File: config.mk
export PLATFORM = sky130hd
export DESIGN_NAME = phy_led_driver
export DESIGN_NICKNAME = d
export VERILOG_FILES = /design/src/rtl/led_pkg.sv /design/src/rtl/led_ms_tick.sv /design/src/rtl/led_square.sv /design/src/rtl/led_stretch.sv /design/src/rtl/phy_led_driver.sv
export SDC_FILE = /design/constraint.sdc
export NUM_CORES = 1
export LEC_CHECK = 0
export ABC_CLOCK_PERIOD_IN_PS = 3700
export BUFFER_PORTS_ARGS = -buffer_cell sky130_fd_sc_hd__clkbuf_2
export CORE_MARGIN = 4
export CORE_UTILIZATION = 39
export DETAILED_ROUTE_END_ITERATION = 10
export GPL_TIMING_DRIVEN = 1
export HOLD_SLACK_MARGIN = 0.03
export PLACE_DENSITY_LB_ADDON = 0.15
export SYNTH_ARGS = -nofsm -noshare
export SYNTH_HDL_FRONTEND = slang
export SYNTH_HIERARCHICAL = 1
export SYNTH_SLANG_ARGS = --single-unit
File: constraint.sdc
create_clock -name clk -period 3.7 [get_ports clk]
set_input_delay 0.74 -clock clk [delete_from_list [all_inputs] [get_ports clk]]
set_output_delay 0.74 -clock clk [all_outputs]
set_load 0.01 [all_outputs]
File: src/rtl/led_pkg.sv
package led_pkg;

    typedef enum logic [3:0] {
        LM_SPEED    = 4'h0,
        LM_TX       = 4'h1,
        LM_RX       = 4'h2,
        LM_COL      = 4'h3,
        LM_LINK     = 4'h4,
        LM_DUPLEX   = 4'h5,
        LM_RSVD6    = 4'h6,
        LM_ACT      = 4'h7,
        LM_ON       = 4'h8,
        LM_OFF      = 4'h9,
        LM_FAST     = 4'hA,
        LM_SLOW     = 4'hB,
        LM_LINK_RX  = 4'hC,
        LM_LINK_ACT = 4'hD,
        LM_DUP_COL  = 4'hE,
        LM_RSVD15   = 4'hF
    } led_mode_e;

    typedef struct packed {
        led_mode_e  mode;
        logic [1:0] hold_sel;
        logic       hold_en;
    } led_cfg_t;

    localparam led_cfg_t CFG_RST = '{mode: LM_RX, hold_sel: 2'b00, hold_en: 1'b1};

    typedef enum logic [1:0] {
        ST_IDLE = 2'd0,
        ST_HOLD = 2'd1,
        ST_GAP  = 2'd2
    } str_state_e;

    typedef struct packed {
        led_cfg_t cfg;
        logic     spd;
        logic     lnk;
        logic     fdx;
        logic     led;
    } led_top_t;

    // stretcher channel indices
    localparam int CH_TX    = 0;
    localparam int CH_RX    = 1;
    localparam int CH_COL   = 2;
    localparam int CH_ACT   = 3;
    localparam int CH_B_RX  = 4;
    localparam int CH_B_ACT = 5;
    localparam int CH_B_COL = 6;
    localparam int NCH      = 7;

endpackage

File: src/rtl/led_ms_tick.sv
module led_ms_tick #(
    parameter int CLK_PER_MS = 125000
) (
    input  logic clk,
    input  logic rst_n,
    output logic tick_o
);
    localparam int W = $clog2(CLK_PER_MS + 1);
    localparam logic [W-1:0] LAST = W'(CLK_PER_MS - 1);

    logic [W-1:0] cnt_d, cnt_q;

    always_comb begin
        cnt_d = cnt_q;
        if (cnt_q == LAST) cnt_d = '0;
        else               cnt_d = cnt_q + W'(1);
    end

    always_ff @(posedge clk or negedge rst_n) begin
        if (!rst_n) cnt_q <= '0;
        else        cnt_q <= cnt_d;
    end

    assign tick_o = (cnt_q == LAST);


    tick_single_chk: assert property (@(posedge clk) disable iff (!rst_n)
        (CLK_PER_MS > 1 && tick_o) |=> !tick_o);

endmodule

File: src/rtl/led_square.sv
module led_square #(
    parameter int HALF_MS = 100
) (
    input  logic clk,
    input  logic rst_n,
    input  logic tick_i,
    output logic wave_o
);
    localparam int W = $clog2(HALF_MS + 1);
    localparam logic [W-1:0] LAST = W'(HALF_MS - 1);

    typedef struct packed {
        logic [W-1:0] cnt;
        logic         wave;
    } sq_t;

    sq_t s_d, s_q;

    always_comb begin
        s_d = s_q;
        if (tick_i) begin
            if (s_q.cnt == LAST) begin
                s_d.cnt  = '0;
                s_d.wave = ~s_q.wave;
            end else begin
                s_d.cnt = s_q.cnt + W'(1);
            end
        end
    end

    always_ff @(posedge clk or negedge rst_n) begin
        if (!rst_n) s_q <= '0;
        else        s_q <= s_d;
    end

    assign wave_o = s_q.wave;


    wave_on_tick_chk: assert property (@(posedge clk) disable iff (!rst_n)
        !$stable(s_q.wave) |-> $past(tick_i));

endmodule

File: src/rtl/led_stretch.sv
module led_stretch
    import led_pkg::*;
#(
    parameter int DUR_W   = 7,
    parameter bit HAS_GAP = 1'b0
) (
    input  logic             clk,
    input  logic             rst_n,
    input  logic             tick_i,
    input  logic             en_i,
    input  logic [DUR_W-1:0] dur_i,
    input  logic             evt_i,
    output logic             out_o
);
    typedef struct packed {
        str_state_e       st;
        logic [DUR_W-1:0] cnt;
        logic             out;
    } str_t;

    str_t s_d, s_q;
    logic stretch_on;

    assign stretch_on = en_i | HAS_GAP;

    always_comb begin
        s_d = s_q;
        if (!stretch_on) begin
            s_d.st  = ST_IDLE;
            s_d.cnt = '0;
            s_d.out = evt_i;
        end else begin
            unique case (s_q.st)
                ST_IDLE: begin
                    if (evt_i) begin
                        s_d.st  = ST_HOLD;
                        s_d.cnt = dur_i;
                    end
                end
                ST_HOLD: begin
                    if (evt_i && !HAS_GAP) begin
                        s_d.cnt = dur_i;
                    end else if (tick_i) begin
                        if (s_q.cnt <= DUR_W'(1)) begin
                            if (HAS_GAP) begin
                                s_d.st  = ST_GAP;
                                s_d.cnt = dur_i;
                            end else begin
                                s_d.st  = ST_IDLE;
                                s_d.cnt = '0;
                            end
                        end else begin
                            s_d.cnt = s_q.cnt - DUR_W'(1);
                        end
                    end
                end
                ST_GAP: begin
                    if (tick_i) begin
                        if (s_q.cnt <= DUR_W'(1)) begin
                            s_d.st  = ST_IDLE;
                            s_d.cnt = '0;
                        end else begin
                            s_d.cnt = s_q.cnt - DUR_W'(1);
                        end
                    end
                end
                default: begin
                    s_d.st  = ST_IDLE;
                    s_d.cnt = '0;
                end
            endcase
            s_d.out = (s_d.st == ST_HOLD);
        end
    end

    always_ff @(posedge clk or negedge rst_n) begin
        if (!rst_n) s_q <= '{st: ST_IDLE, cnt: '0, out: 1'b0};
        else        s_q <= s_d;
    end

    assign out_o = s_q.out;


    window_count_chk: assert property (@(posedge clk) disable iff (!rst_n)
        (s_q.st != ST_IDLE) |-> (s_q.cnt != '0));


    restart_chk: assert property (@(posedge clk) disable iff (!rst_n)
        (!HAS_GAP && en_i && evt_i) |=> (s_q.st == ST_HOLD && s_q.cnt == $past(dur_i)));


    gap_ignore_chk: assert property (@(posedge clk) disable iff (!rst_n)
        (HAS_GAP && s_q.st == ST_GAP && !tick_i) |=> (s_q.st == ST_GAP && !out_o));


    bypass_chk: assert property (@(posedge clk) disable iff (!rst_n)
        (!en_i && !HAS_GAP) |=> (out_o == $past(evt_i)));

endmodule

File: src/rtl/phy_led_driver.sv
module phy_led_driver
    import led_pkg::*;
#(
    parameter int CLK_PER_MS    = 125000,
    parameter int HOLD_SHORT_MS = 30,
    parameter int HOLD_MID_MS   = 60,
    parameter int HOLD_LONG_MS  = 100,
    parameter int FAST_HALF_MS  = 100,
    parameter int SLOW_HALF_MS  = 500,
    parameter bit ACTIVE_LOW    = 1'b0
) (
    input  logic       clk,
    input  logic       rst_n,
    input  logic       cfg_wr,
    input  logic [3:0] cfg_mode_i,
    input  logic [1:0] cfg_hold_sel_i,
    input  logic       cfg_hold_en_i,
    input  logic       speed_i,
    input  logic       tx_i,
    input  logic       rx_i,
    input  logic       col_i,
    input  logic       link_i,
    input  logic       fdx_i,
    output logic       led_o
);
    localparam int DUR_W = $clog2(HOLD_LONG_MS + 1);
    localparam logic [NCH-1:0] GAP_MASK = 7'b111_0000;
    localparam logic LED_ON  = ~ACTIVE_LOW;
    localparam logic LED_OFF = ACTIVE_LOW;

    led_top_t r_d, r_q;

    logic             tick_w;
    logic             fast_w, slow_w;
    logic [DUR_W-1:0] dur_w;
    logic [NCH-1:0]   evt_w, str_w;
    logic             act_w;
    logic             lit_w;

    led_ms_tick #(.CLK_PER_MS(CLK_PER_MS)) u_tick (
        .clk(clk), .rst_n(rst_n), .tick_o(tick_w)
    );

    led_square #(.HALF_MS(FAST_HALF_MS)) u_fast (
        .clk(clk), .rst_n(rst_n), .tick_i(tick_w), .wave_o(fast_w)
    );

    led_square #(.HALF_MS(SLOW_HALF_MS)) u_slow (
        .clk(clk), .rst_n(rst_n), .tick_i(tick_w), .wave_o(slow_w)
    );

    always_comb begin
        case (r_q.cfg.hold_sel)
            2'b00:   dur_w = DUR_W'(HOLD_SHORT_MS);
            2'b01:   dur_w = DUR_W'(HOLD_MID_MS);
            default: dur_w = DUR_W'(HOLD_LONG_MS);
        endcase
    end

    assign act_w = tx_i | rx_i;

    always_comb begin
        evt_w           = '0;
        evt_w[CH_TX]    = tx_i;
        evt_w[CH_RX]    = rx_i;
        evt_w[CH_COL]   = col_i;
        evt_w[CH_ACT]   = act_w;
        evt_w[CH_B_RX]  = rx_i;
        evt_w[CH_B_ACT] = act_w;
        evt_w[CH_B_COL] = col_i;
    end

    for (genvar g = 0; g < NCH; g++) begin : g_ch
        led_stretch #(
            .DUR_W  (DUR_W),
            .HAS_GAP(GAP_MASK[g])
        ) u_str (
            .clk   (clk),
            .rst_n (rst_n),
            .tick_i(tick_w),
            .en_i  (r_q.cfg.hold_en),
            .dur_i (dur_w),
            .evt_i (evt_w[g]),
            .out_o (str_w[g])
        );
    end

    always_comb begin
        case (r_q.cfg.mode)
            LM_SPEED:    lit_w = r_q.spd;
            LM_TX:       lit_w = str_w[CH_TX];
            LM_RX:       lit_w = str_w[CH_RX];
            LM_COL:      lit_w = str_w[CH_COL];
            LM_LINK:     lit_w = r_q.lnk;
            LM_DUPLEX:   lit_w = r_q.fdx;
            LM_ACT:      lit_w = str_w[CH_ACT];
            LM_ON:       lit_w = 1'b1;
            LM_OFF:      lit_w = 1'b0;
            LM_FAST:     lit_w = fast_w;
            LM_SLOW:     lit_w = slow_w;
            LM_LINK_RX:  lit_w = r_q.lnk ^ str_w[CH_B_RX];
            LM_LINK_ACT: lit_w = r_q.lnk ^ str_w[CH_B_ACT];
            LM_DUP_COL:  lit_w = r_q.fdx ^ str_w[CH_B_COL];
            default:     lit_w = 1'b0;
        endcase
    end

    always_comb begin
        r_d = r_q;
        if (cfg_wr) begin
            r_d.cfg.mode     = led_mode_e'(cfg_mode_i);
            r_d.cfg.hold_sel = cfg_hold_sel_i;
            r_d.cfg.hold_en  = cfg_hold_en_i;
        end
        r_d.spd = speed_i;
        r_d.lnk = link_i;
        r_d.fdx = fdx_i;
        r_d.led = lit_w ? LED_ON : LED_OFF;
    end

    always_ff @(posedge clk or negedge rst_n) begin
        if (!rst_n) r_q <= '{cfg: CFG_RST, spd: 1'b0, lnk: 1'b0, fdx: 1'b0, led: LED_OFF};
        else        r_q <= r_d;
    end

    assign led_o = r_q.led;


    cfg_hold_chk: assert property (@(posedge clk) disable iff (!rst_n)
        !cfg_wr |=> $stable(r_q.cfg));


    force_on_chk: assert property (@(posedge clk) disable iff (!rst_n)
        (r_q.cfg.mode == LM_ON) |=> (led_o == LED_ON));


    unused_off_chk: assert property (@(posedge clk) disable iff (!rst_n)
        (r_q.cfg.mode == LM_RSVD6 || r_q.cfg.mode == LM_RSVD15) |=> (led_o == LED_OFF));


    primary_level_chk: assert property (@(posedge clk) disable iff (!rst_n)
        (r_q.cfg.mode == LM_LINK_RX && !str_w[CH_B_RX])
            |=> (led_o == ($past(r_q.lnk) ? LED_ON : LED_OFF)));

endmodule

==> metrics.md, run 1 <==
| Metric | Value |
|---|---|
| Result of the run | completed |
| First-pass GRT wire length | 26.72 mm |
| Reg2reg path depth | 9 |
| Cells taking the most area after synthesis | dfrtp_1, nand2_1, ha_1 |
| Crit path launch type | register |
| Share of the synthesized area in the top cell type | about two fifths |
| Aggregate routed wire length | between 15 and 20 mm |
| Count of vias placed by the detailed router | 5452 |
| Area of the core | between 15000 and 20000 um2 |
| Endpoint type of the worst setup path | register |
| Die outline height | 142 um |
| Synthesis warning total | 6 |
| Post-route ant nets | 0 |
| Netlist area before placement | approximately 7000 um2 |
| Worst slew slack as a fraction of its limit | 41.51% |
| Fraction of final layout cells sized beyond drive strength 1 | 14.19% |
| R2R Path Start | u_tick/cnt_q[0]$_DFF_PN0_ |
| Library cell with the largest summed area after synthesis | dfrtp_1 |
| Post-synth EDFFs | 0 |
| Cts bufs inserted | 17 |
| Syn Inst Count | roughly 700 |
| Min cycle time layout | about 2.8 ns |
| Sink Count | about 120 |
| Effective utilization at floorplan | 40.07% |
| Maximum buffer depth of the clock tree | 2 |
| Post-cts resize count | 0 |
| Horizontal die dimension | roughly 140 um |
| Largest clock skew in the final design | between 0.005 and 0.006 ns |
| Most used flip-flop cell after synthesis | dfrtp_1 |
| CTS tree | done |
| Total power divided by cell area | around 440 nW/um2 |
| Maximum operating frequency | 0.3599 GHz |
| Max-cap violations | 0 |
| Cell variety after synth | 86 |
| Most common library cells after synthesis | dfrtp_1, nand2_1, inv_1 |
| Largest net degree at the start of global routing | 68 |
| Detailed router's first-iteration violation count | 340 |
| Number of max-slew violations in the final report | 0 |
| Skew-Pair Late Insertion Delay | roughly 0.4 ns |
| FP Rows | 48 |
| Total Negative Setup Slacks | 0 ns |
| Unrepaired setup endpoints after global routing | no |
| Hold-fix buffer count after cts | 0 |
| Drt pass-1 iters | 4 |
| HPWL after detailed placement | between 10 and 15 mm |
| Share of the yosys chip area belonging to registers | ~41% |
| Largest vdd supply drop | between 0.2 and 0.3 mV |
| Via count of the first global-routing pass | approximately 5300 |
| Floorplan die area | 20160 um2 |
| Number of top-level pins | 17 |
| H-tree depth reported by CTS | 4 |
| Async S/R FF share, synth | between 90% and 100% |
| Avg Vias per Cell | approximately 5.6 |
| Dominant cell by count in the synthesized netlist | dfrtp_1 |
| Antenna violations before repair | 0 |
| Lkg Pwr | around 3.3 nW |
| Count of filler cells inserted in the layout | 1652 |
| Syn Area/Cell | about 10 um2 |
| Count of nets after finishing | between 700 and 800 |
| Final period utilization | ~75% |
| Hold slack | 0.4373 ns |
| Setup CP Type | reg -> reg |
| Post-route DRC violation count | 0 |
| Fin. Hold Viols | 0 |
| Setup repair bufs after CTS | 0 |
| Per-cell routed wire length | 16.23 um |
| Worst slew pin tran | approximately 0.87 ns |
| Number of endpoints failing setup at the final stage | 0 |
| Total grt overflow | 0 |
| CP arrival | about 3.1 ns |
| Register-to-register path setup slack | between 0.9 and 1 ns |
| Clock slew seen by the registers of the worst setup and hold paths | 0.05 ns |
| Reg-to-reg endpoint | g_ch[6].u_str/s_q[6]$_DFFE_PN0P_ |
| CTS Root Cell | clkbuf_16 |
| Hold WC Path Type | in -> async |
| Endpoint required time on the critical path | around 4.1 ns |
| Final weighted congestion in routability-driven placement | 0.8174 |
| Area grow syn2layout | 12.42% |
| Number of antenna diodes | 0 |
| Count of input and output buffers | 16 |
| Global router's overall resource usage | around 16% |
| Max FO, Critical Path | 23 |
| Synthesis-stage register bit count | approximately 120 |
-- cells in the final DEF (no fill, tap or decap), types with 17 or more instances in the layout --
master / netlist / routed
dfrtp_1: 114 / 114
nand2_1: 57 / 57
inv_1: 41 / 41
nor2_1: 38 / 38
nand3_1: 28 / 28
nor3_1: 26 / 26
a21oi_1: 24 / 24
xnor2_1: 23 / 23
a22oi_1: 22 / 22
clkbuf_16: 0 / 17
ha_1: 17 / 17
-- power breakdown --
group	switching (mW)	total, mW	internal, mW	leakage, nW
clock network	0.572	1.59	1.02	0.282
logic	0.222	0.395	0.173	1.52
registers	0.114	1.46	1.34	1.49
total	0.909	3.44	2.53	3.28
-- flip-flops by register name (all words and copies together), names as in the netlist --
| name | count |
|---|---|
| u_tick/cnt_q | 17 |
| r_q | 10 |
| u_fast/s_q | 7 |
| u_slow/s_q | 9 |
| g_ch.u_str/s_q | 63 |
| u_fast/wave_o | 1 |
| led_o | 1 |
| u_slow/wave_o | 1 |
| g_ch.u_str/out_o | 7 |
-- kinds of logic (layout without fill, tap and decap cells) --
| kind of cell | Yosys count | after routing | synth area share, % |
|---|---|---|---|
| adders and majority gates | 17 | 17 | 3.037 |
| buffers and inverters | 63 | 94 | 4.592 |
| and+or+nand+nor | 274 | 274 | 24.17 |
| other | 2 | 16 | 0.1072 |
| xor gates and xnor gates | 37 | 37 | 4.627 |
| muxes | 19 | 19 | 3.091 |
| DFF | 116 | 116 | 41.49 |
| AOI/OAI and AO/OA | 174 | 174 | 18.89 |
-- cell type report --
cell class,count,area [um2],share of cell area [%]
multi-input cells,537,3829,48.63
flip-flops and latches,116,2905,36.90
clock buffers,21,460.4,5.849
well taps,225,281.5,3.576
inverters,41,153.9,1.955
repair buffers,21,132.6,1.685
clock inverters,11,110.1,1.399
-- critical path, stage by stage (launching register included) --
cell	delay [ns]
dfrtp_1	0.38
ha_1	0.21
and2_1	0.21
nand3_1	0.13
nor3_4	0.53
buf_4	0.36
nand3b_1	0.11
nor4_1	0.38
or2_2	0.25
a221o_1	0.15
-- worst max path at each step --
stage | from | end | slack [ns] | cells past startpoint
final | u_tick/cnt_q[0]$_DFF_PN0_ | g_ch[6].u_str/s_q[6]$_DFFE_PN0P_ | 0.92 | 9
after global routing | u_tick/cnt_q[0]$_DFF_PN0_ | g_ch[6].u_str/s_q[5]$_DFFE_PN0P_ | 0.63 | 9
after CTS | u_tick/cnt_q[4]$_DFF_PN0_ | g_ch[6].u_str/s_q[6]$_DFFE_PN0P_ | 0.89 | 8
after detailed placement | u_tick/cnt_q[4]$_DFF_PN0_ | g_ch[6].u_str/s_q[6]$_DFFE_PN0P_ | 0.94 | 8
after global placement | u_tick/cnt_q[4]$_DFF_PN0_ | g_ch[6].u_str/s_q[2]$_DFFE_PN0P_ | 1.01 | 8
after floorplan | u_tick/cnt_q[4]$_DFF_PN0_ | g_ch[4].u_str/s_q[7]$_DFFE_PN0P_ | 1.25 | 7
-- per-stage QoR --
stage          instance area (um2)  setup slack, ns  util [%]  power [mW]  instances
3_3_place_gp                  7302            1.012     41.78       1.862        940
5_1_grt                       7873           0.6266     45.05       3.608        972
3_5_place_dp                  7302           0.9421     41.78       1.874        940
4_1_cts                       7873           0.8949     45.05       3.495        972
2_1_floorplan                 7056            1.249         -       1.742        716
6_report                      7873           0.9213     45.05       3.440        972
-- layer usage --
layer | track usage (%) | wire length (um) | vias up
li1 | - | - | 2669
met1 | 22.02 | 7593 | 2682
met2 | 26.29 | 7551 | 91
met3 | 3.461 | 496 | 10
met4 | 5.505 | 131 | 0
met5 | 0 | 0 | -
Note: power is estimated with default switching activity, not from simulation.
==> run 2: changes to the inputs <==
--- a/config.mk
+++ b/config.mk
@@ -5,7 +5,8 @@
 export SDC_FILE = /design/constraint.sdc
 export NUM_CORES = 1
 export LEC_CHECK = 0
-export ABC_CLOCK_PERIOD_IN_PS = 3700
+export ABC_AREA = 1
+export ABC_CLOCK_PERIOD_IN_PS = 2600
 export BUFFER_PORTS_ARGS = -buffer_cell sky130_fd_sc_hd__clkbuf_2
 export CORE_MARGIN = 4
 export CORE_UTILIZATION = 39
==> constraint.sdc (replaced) <==
create_clock -name clk -period 2.6 [get_ports clk]
set_input_delay 0.52 -clock clk [delete_from_list [all_inputs] [get_ports clk]]
set_output_delay 0.52 -clock clk [all_outputs]
set_load 0.01 [all_outputs]
==> run 2 against run 1 <==
Effect of this change:
- core utilization is 0.48 points higher
- sequential share of layout area fell by 4.1 points
- critical path type unchanged
- largest cell class unchanged
- power is 44% higher
- sequential power up 36%
- via count up 22%
- flip-flop and latch count unchanged
- hold slack got worse by 0.36 ns
- maximum frequency increased by 27%
- final area rose by 13%
- area after synthesis rose by 11%
- first-iteration DRC count decreased by 26%
==> metrics.md, run 2 <==
| Metric | Value |
|---|---|
| Result of the run | completed |
| Total Negative Setup Slacks | 0 ns (unchanged) |
| Most flop-heavy register | g_ch.u_str/s_q |
| Horizontal die dimension | 148.9 um (+4.8%) |
| Number of max-slew violations in the final report | 0 (unchanged) |
| Setup CP Type | reg -> reg |
| Per-cell routed wire length | 12.27 um (-24%) |
| Most used flip-flop cell after synthesis | dfrtp_1 |
| Post-route insts no fill | 1410 (+45%) |
| Post-route ant nets | 0 (unchanged) |
| Reg-to-reg endpoint | g_ch[0].u_str/s_q[5]$_DFFE_PN0P_ |
| Fin. Hold Viols | 0 (unchanged) |
| R2R Path Start | u_tick/cnt_q[0]$_DFF_PN0_ |
| Antenna violations before repair | 0 (unchanged) |
| Post-synth EDFFs | 0 (unchanged) |
| Biggest regs | g_ch.u_str/s_q: 63 flops, u_tick/cnt_q: 17 flops, r_q: 10 flops |
| Layout Cell Area excl Fill | 8860 um2 (+13%) |
| CP arrival | 2.50 ns (-0.62 ns) |
| Largest vdd supply drop | 0.4019 mV (+34%) |
| HPWL after detailed placement | 12.19 mm (+16%) |
| Global router's overall resource usage | 16.63% (+0.28 points) |
| Hold WC Path Type | in -> async |
| Setup repair bufs after CTS | 0 (unchanged) |
| H-tree depth reported by CTS | 4 (unchanged) |
| Area of the core | 19460 um2 (+11%) |
| Largest net degree at the start of global routing | 51 (-25%) |
| Library cell with the largest summed area after synthesis | dfrtp_1 |
| Final weighted congestion in routability-driven placement | 0.8068 (-1.3%) |
| Crit path launch type | register |
| Synthesis-stage register bit count | 116 (unchanged) |
| Syn Inst Count | 1083 (+54%) |
| Area grow syn2layout | 14.45% |
| Maximum buffer depth of the clock tree | 2 (unchanged) |
| Cts bufs inserted | 17 (unchanged) |
| Unrepaired setup endpoints after global routing | no |
| Netlist area before placement | 7741 um2 (+11%) |
| Hold-fix buffer count after cts | 0 (unchanged) |
| Most common library cells after synthesis | nand2_1, inv_1, dfrtp_1 |
| Post-layout utilization of the core | 45.52% (+0.48 points) |
| Power Total | 4.952 mW (+44%) |
| Post-route DRC violation count | 0 (unchanged) |
| Register-to-register path setup slack | 0.41 ns (-0.51 ns) |
| Total power divided by cell area | 558.9 nW/um2 (+28%) |
| Endpoint type of the worst setup path | register |
| Cell variety after synth | 35 (-59%) |
| Synthesis warning total | 6 (unchanged) |
| Die outline height | 148.9 um (+4.8%) |
| Effective utilization at floorplan | 39.77% (-0.30 points) |
| Syn Area/Cell | 7.148 um2 (-28%) |
| Largest clock skew in the final design | 0.01034 ns (+0.005060 ns) |
| Async S/R FF share, synth | 100.0% (unchanged) |
| Aggregate routed wire length | 17.30 mm (+9.7%) |
| Top library cells by usage in the layout, fill and taps aside | nand2_1, inv_1, dfrtp_1, nor2_1, nand3_1 |
| Lkg Pwr | 4.644 nW (+41%) |
| Via count of the first global-routing pass | 6177 (+16%) |
| Hold slack | 0.07766 ns (-0.3596 ns) |
| Floorplan die area | 22170 um2 (+9.9%) |
| Reg2reg path depth | 15 (+6) |
| Share of the synthesized area in the top cell type | 36.85% (-3.9 points) |
| Count of vias placed by the detailed router | 6642 (+22%) |
| Count of nets after finishing | 1166 (+52%) |
| Count of input and output buffers | 16 (unchanged) |
| Worst slew pin tran | 0.8369 ns (-0.03306 ns) |
| FP Rows | 51 (+6.3%) |
| Drt pass-1 iters | 4 (unchanged) |
| Maximum operating frequency | 0.4559 GHz (+27%) |
| Endpoint required time on the critical path | 2.90 ns (-1.15 ns) |
| CTS Root Cell | clkbuf_16 |
| Skew-Pair Late Insertion Delay | 0.41 ns (about the same) |
| Clock slew seen by the registers of the worst setup and hold paths | 0.05 ns (about the same) |
| Avg Vias per Cell | 4.711 (-16%) |
| Total grt overflow | 0 (unchanged) |
| Sink Count | 116 (unchanged) |
| Final WS setup | 0.4067 ns (-0.5146 ns) |
| Number of top-level pins | 17 (unchanged) |
| Worst setup timing slack at the placement stage | 0.4212 ns (-0.5209 ns) |
| Min cycle time layout | 2.193 ns (-0.5854 ns) |
| Share of the yosys chip area belonging to registers | 37.53% (-4.0 points) |
| Cell area reported after detailed placement | 8225 um2 (+13%) |
| Most frequent standard cell in the layout excluding fill and tap cells | nand2_1 |
| Post-cts resize count | 0 (unchanged) |
| Number of instances in the placed design | 1379 (+47%) |
| CTS tree | done |
| Number of antenna diodes | 0 (unchanged) |
| Final period utilization | 84.36% (+9.3 points) |
| Detailed router's first-iteration violation count | 250 (-26%) |
| Fraction of final layout cells sized beyond drive strength 1 | 14.06% (-0.13 points) |
| Max FFs per register | 63 (unchanged) |
| Worst slew slack as a fraction of its limit | 44.15% (+2.6 points) |
| First-pass GRT wire length | 30.03 mm (+12%) |
| Max FO, Critical Path | 45 (+96%) |
| Dominant cell by count in the synthesized netlist | nand2_1 |
| Max-cap violations | 0 (unchanged) |
| Number of endpoints failing setup at the final stage | 0 (unchanged) |
| Cells taking the most area after synthesis | dfrtp_1, nand2_1, inv_1 |
run 2: cell families after synthesis:
logic type / count (synthesis) / share of synthesized area (%)
other: 2 / 0.09701
AND/OR/NAND/NOR: 672 / 41.88
XOR/XNOR: 24 / 2.715
buffers and inverters: 180 / 9.568
flip-flops: 116 / 37.53
AO/OA/AOI/OAI: 70 / 5.172
multiplexers: 2 / 0.2909
adder cells (fa/ha/maj): 17 / 2.748
run 2: per-layer routing:
| layer | share of wire (%) | track usage [%] |
|---|---|---|
| met5 | 0 | 0 |
| met4 | 1.1 | 4.897 |
| met3 | 3.1 | 3.312 |
| met2 | 45 | 25.91 |
| met1 | 50 | 23.52 |
run 2: final cells by class:
type / instances / area (um2)
clock buffer: 22 / 484.2
timing repair buffer: 27 / 202.7
inverter: 166 / 623.1
fill: 1958 / 10600
sequential: 116 / 2905
clock inverter: 9 / 150.1
tap: 265 / 331.6
multi-input combinational: 805 / 4163
run 2: critical path, cell delays in order (launching register included):
cell     delay, ns
dfrtp_1       0.41
ha_1          0.23
nand2_1       0.08
inv_2         0.07
nand2_1       0.06
nor2_2        0.15
nand2_4       0.09
inv_2         0.10
buf_12        0.23
nand3_1       0.10
nor2_1        0.12
nand2_2       0.12
nand2_2       0.11
o21ai_1       0.07
nand2_1       0.06
nand2_1       0.05
run 2: how the worst max path moves through the flow:
stage                              start                                to  cells past startpoint  slack (ns)
2_1_floorplan  u_tick/cnt_q[0]$_DFF_PN0_         u_slow/s_q[8]$_DFFE_PN0P_                     13        0.42
3_3_place_gp   u_tick/cnt_q[0]$_DFF_PN0_  g_ch[3].u_str/s_q[5]$_DFFE_PN0P_                     15        0.47
3_5_place_dp   u_tick/cnt_q[0]$_DFF_PN0_  g_ch[0].u_str/s_q[5]$_DFFE_PN0P_                     15        0.42
4_1_cts        u_tick/cnt_q[0]$_DFF_PN0_  g_ch[0].u_str/s_q[5]$_DFFE_PN0P_                     15        0.40
5_1_grt        u_tick/cnt_q[0]$_DFF_PN0_  g_ch[2].u_str/s_q[3]$_DFFE_PN0P_                     15        0.17
6_report       u_tick/cnt_q[0]$_DFF_PN0_  g_ch[0].u_str/s_q[5]$_DFFE_PN0P_                     15        0.41
run 2: power by group:
group	total, mW	switching (mW)	internal (mW)
clock network	2.52	0.823	1.69
registers	1.98	0.0957	1.89
logic	0.454	0.303	0.151
total	4.95	1.22	3.73
